`src/rtl/pcmp_pkg.sv`:
```
package pcmp_pkg;

  // Outcome of looking at the two operand top bits only.
  typedef struct packed {
    logic force_hi;  // result known to be 1
    logic force_lo;  // result known to be 0
    logic load;      // low bits are needed
  } pcmp_pred_t;

  function automatic logic top_decides_gt(input logic a_top, input logic b_top);
    return a_top & ~b_top;
  endfunction

endpackage

```
`src/rtl/pcmp_predictor.sv`:
```
module pcmp_predictor
  import pcmp_pkg::*;
(
  input  logic       a_top,
  input  logic       b_top,
  output pcmp_pred_t pred
);

  always_comb begin
    pred.force_hi = a_top & ~b_top;
    pred.force_lo = ~a_top & b_top;
    // Either prediction firing makes the low bits irrelevant.
    pred.load     = ~(pred.force_hi | pred.force_lo);
  end

endmodule

```
`src/rtl/pcmp_bank.sv`:
```
module pcmp_bank #(
  parameter int BITS = 7
) (
  input  logic            clk,
  input  logic            rst,
  input  logic            load,
  input  logic [BITS-1:0] d,
  output logic [BITS-1:0] q
);

  for (genvar k = 0; k < BITS; k++) begin : g_bit
    always_ff @(posedge clk) begin
      if (rst) begin
        q[k] <= 1'b0;
      end else if (load) begin
        q[k] <= d[k];
      end
    end
  end

endmodule

```
`src/rtl/pcmp_resolve.sv`:
```
module pcmp_resolve
  import pcmp_pkg::*;
#(
  parameter int LOW_W = 7
) (
  input  logic             a_top_q,
  input  logic             b_top_q,
  input  logic [LOW_W-1:0] a_low_q,
  input  logic [LOW_W-1:0] b_low_q,
  output logic             gt
);

  logic tops_differ;

  always_comb begin
    tops_differ = a_top_q ^ b_top_q;
    if (tops_differ) begin
      gt = top_decides_gt(a_top_q, b_top_q);
    end else begin
      gt = (a_low_q > b_low_q);
    end
  end

endmodule

```
`src/rtl/precomp_gt_cmp.sv`:
```
module precomp_gt_cmp
  import pcmp_pkg::*;
#(
  parameter int WIDTH = 8
) (
  input  logic             clk,
  input  logic             rst,
  input  logic [WIDTH-1:0] op_a,
  input  logic [WIDTH-1:0] op_b,
  output logic             gt
);

  localparam int LOW_W = WIDTH - 1;
  localparam int TOP   = WIDTH - 1;

  pcmp_pred_t       pred;
  logic             top_a_q;
  logic             top_b_q;
  logic [LOW_W-1:0] lo_a_q;
  logic [LOW_W-1:0] lo_b_q;

  pcmp_predictor u_pred (
    .a_top (op_a[TOP]),
    .b_top (op_b[TOP]),
    .pred  (pred)
  );

  // Top bits are captured on every edge.
  always_ff @(posedge clk) begin
    if (rst) begin
      top_a_q <= 1'b0;
      top_b_q <= 1'b0;
    end else begin
      top_a_q <= op_a[TOP];
      top_b_q <= op_b[TOP];
    end
  end

  pcmp_bank #(.BITS(LOW_W)) u_lo_a (
    .clk  (clk),
    .rst  (rst),
    .load (pred.load),
    .d    (op_a[LOW_W-1:0]),
    .q    (lo_a_q)
  );

  pcmp_bank #(.BITS(LOW_W)) u_lo_b (
    .clk  (clk),
    .rst  (rst),
    .load (pred.load),
    .d    (op_b[LOW_W-1:0]),
    .q    (lo_b_q)
  );

  pcmp_resolve #(.LOW_W(LOW_W)) u_res (
    .a_top_q (top_a_q),
    .b_top_q (top_b_q),
    .a_low_q (lo_a_q),
    .b_low_q (lo_b_q),
    .gt      (gt)
  );

endmodule

```
`config.mk`:
```
export PLATFORM = sky130hd
export DESIGN_NAME = precomp_gt_cmp
export DESIGN_NICKNAME = d
export VERILOG_FILES = /design/src/rtl/pcmp_pkg.sv /design/src/rtl/pcmp_predictor.sv /design/src/rtl/pcmp_bank.sv /design/src/rtl/pcmp_resolve.sv /design/src/rtl/precomp_gt_cmp.sv
export SDC_FILE = /design/constraint.sdc
export NUM_CORES = 1
export LEC_CHECK = 0
export BUFFER_PORTS_ARGS = -buffer_cell sky130_fd_sc_hd__buf_2
export CAP_MARGIN = 5
export CORE_ASPECT_RATIO = 0.9
export CORE_UTILIZATION = 50
export CTS_CLUSTER_DIAMETER = 40
export DETAILED_ROUTE_END_ITERATION = 6
export PLACE_DENSITY = 0.76
export SYNTH_ARGS = -nofsm -noshare
export SYNTH_HDL_FRONTEND = slang
export SYNTH_SLANG_ARGS = --single-unit
```
`constraint.sdc`:
```
create_clock -name clk -period 1.6 [get_ports clk]
set_input_delay 0.08 -clock clk [delete_from_list [all_inputs] [get_ports clk]]
set_output_delay 0.08 -clock clk [all_outputs]
set_load 0.05 [all_outputs]
```
==> results.yml <==
outcome:
  status: "complete, but fails checks"
  violations: "negative setup slack"
global_route:
  grt_first_pass_wirelength_mm: 2.442
  gr-total-overflow: 0
  track_usage_pct: 20.81
  antenna_found_initial: 0
  grt_max_degree: 17
  grt_pass1_vias: 610
run:
  maxCapViolCount: 0
drt:
  wire_per_inst_um: 11.99
  drtAntennaViolNets: 0
  route.detailed.drc: 0
  drtPass1Iterations: 4
  finalWirelength_mm: 1.547
  routed_via_density: 5.109
  first_iter_violations: 8
  vias: 659
min_path:
  holdCritStartpoint: "op_b[2]"
  worstHoldPathType: "primary input to flip-flop"
  worstHoldPathCells: 3
  min_to: "u_lo_b.q[2]$_SDFFE_PP0N_"
setup_path:
  crit_fanout: 2
  worstSetupStartpointType: "flip-flop"
  timing.rr.start: "u_lo_a.q[6]$_SDFFE_PP0N_"
  endpoint_kind: "output port"
  crit_required_ns: 1.52
  critical_path_class: "flip-flop to output port"
  r2r_end: "u_lo_a.q[6]$_SDFFE_PP0N_"
  cp.arrival_ns: 1.70
  reg2regPathDepth: 2
  r2r_setup_slack_ns: 0.90
power_and_ir_drop:
  comb_power_share_pct: 27.4
  ir_drop_v: 0.0009256
  swShare_pct: 30.01
  p_leak_nw: 0.4324
  power.internal_uw: 695.5
  power_density_mw_per_mm2: 991.5
  p_clk_share_pct: 27.5
  power_frac_seq_pct: 45.0
  power.switching_uw: 298.2
sta:
  finalHoldViolCount: 0
  finClkSkew_ns: 0
  fmax_mhz: 561.9
  slew_headroom_pct: 61.19
  finalMaxSlewViolations: 0
  holdWs_ns: 0.009092
  rsz0062_at_grt: "yes"
  tightest_slew_ns: 0.5816
  timing.final.ws_setup_ns: -0.1797
  setup_violations: 1
  setup_tns_ns: -0.1797
  timing.final.crit_period_ns: 1.780
  period_share_pct: 111.2
synthesis:
  ys_seq_area_share_pct: 42.31
  synth_cell_types: 19
  synth.avg_cell_area_um2: 8.140
  syn_nets: 119
  synth-seq-cells: 16
  ys_warn_count: 0
  syn_inst: 93
  syn_area_um2: 757.0
finish:
  syn_to_final_growth_pct: 32.40
  seq_area_um2: 326.6
  layout_commonest_cell: "nand2_1"
  stdcell_count: 129
  multi_input_area_um2: 469.2
  drive_gt1_share_pct: 36.52
  diodes: 0
  nNetsFinal: 142
  fin_area_mm2: 0.001002
  final_cell_mix: "nand2_1, buf_2, a21oi_1"
  fill_cells: 107
floorplanning:
  die-area_mm2: 0.001674
  die_x_um: 43.02
  rows: 12
  io_pins: 19
  start_util_pct: 57.29
  die_y_um: 38.92
  core-area_mm2: 0.001321
clock_network:
  cts_root_buf: "clkbuf_4"
  cts.path.max_buffers: 2
  clkLatencyLatePin_ns: 0.29
  clk_pin_slew_worst_paths_ns: 0.09
  cts.sinks: 16
  h-tree-depth: 1
  cts_tree: "done"
  cts_buffers: 3
placement:
  port_buffers: 18
  postPlaceCellArea_um2: 873.3
  dpl.cell_count: 124
  gp_congestion: 0.7322
  dp_hpwl_um: 999.6
[stage by stage]
| stage | power [mW] | setup slack, ns | util (%) |
|---|---|---|---|
| 5_1_grt | 1.043 | -0.2562 | 75.85 |
| 4_1_cts | 0.9697 | -0.1910 | 71.88 |
| 6_report | 0.9937 | -0.1797 | 75.85 |
| 3_5_place_dp | 0.6745 | 0.01507 | 66.10 |
| 3_3_place_gp | 0.6671 | 0.02176 | 66.10 |
| 2_1_floorplan | 0.6107 | 0.09185 | - |
[worst max-delay path, cell delays in order, from the launching register on]
cell and delay (ns):
dfxtp_2 0.34, inv_2 0.05, ha_4 0.25, nand4_1 0.13, a21o_1 0.21, a211oi_4 0.24, buf_6 0.18
[cell families after synthesis]
logic type	after synthesis	synth area share, %
adder cells (fa/ha/maj)	8	13.22
AO/OA/AOI/OAI	20	15.04
buffers and inverters	12	6.941
flip-flops	16	42.31
AND/OR/NAND/NOR	35	19.17
XOR/XNOR	2	3.307
[state kept, by name, indices dropped and copies added, names as in the netlist]
name and count:
top_a_q 1, top_b_q 1, u_lo_b.q 7, u_lo_a.q 7
[cell usage after synthesis, drive strengths merged]
| cell type | n | share of area [%] |
|---|---|---|
| clkbuf | 1 | 0.50 |
| nand4 | 1 | 0.83 |
| a21o | 1 | 0.99 |
| nand3b | 1 | 0.99 |
| buf | 2 | 2.0 |
| nor2b | 2 | 1.7 |
| dfxtp | 16 | 42 |
| o21a | 1 | 0.99 |
| nand2 | 28 | 14 |
| ha | 8 | 13 |
| nor3 | 1 | 0.66 |
| inv | 9 | 4.5 |
| nor2 | 1 | 0.50 |
| a211oi | 2 | 2.0 |
| a211o | 1 | 1.2 |
| nand3 | 1 | 0.66 |
| xnor2 | 1 | 1.2 |
| xor2 | 1 | 2.1 |
| a21oi | 15 | 9.9 |
[layout make-up]
type / instances / area share [%]
Clock buffer: 4 / 3.620
Multi-Input combinational cell: 65 / 46.82
Timing Repair Buffer: 21 / 11.86
Sequential cell: 16 / 32.58
Inverter: 9 / 3.371
Tap cell: 14 / 1.748
[routing by layer]
layer | track usage, % | up-vias | share of wire (%)
li1 | - | 346 | -
met1 | 22.57 | 297 | 42
met2 | 38.26 | 16 | 53
met3 | 8.411 | 0 | 4.8
met4 | 5.303 | 0 | 0
met5 | 0 | - | 0
[power by group through the flow]
stage / clock, mW / combinational (mW) / sequential, mW
floorplan: 0 / 0.164 / 0.446
global placement: 0 / 0.218 / 0.449
detailed placement: 0 / 0.225 / 0.450
CTS: 0.280 / 0.247 / 0.443
global route: 0.290 / 0.303 / 0.451
finish: 0.273 / 0.273 / 0.448
[how the worst max path moves through the flow]
stage,to,startpoint,depth (start not counted),slack [ns]
floorplan,gt,u_lo_b.q[6]$_SDFFE_PP0N_,5,0.09
global placement,gt,u_lo_b.q[4]$_SDFFE_PP0N_,7,0.02
detailed placement,gt,u_lo_b.q[4]$_SDFFE_PP0N_,7,0.02
CTS,gt,u_lo_b.q[5]$_SDFFE_PP0N_,7,-0.19
global route,gt,u_lo_b.q[6]$_SDFFE_PP0N_,6,-0.26
finish,gt,u_lo_b.q[6]$_SDFFE_PP0N_,6,-0.18
[repair_timing]
action | 4_1_cts | 5_1_grt
hold buffers | 0 | 0
resized for setup | 8 | 9
endpoints found under the setup margin | 1 | 1
buffers inserted | 0 | 1
pin swaps | 0 | 4
(Power assumes the default switching activity.)
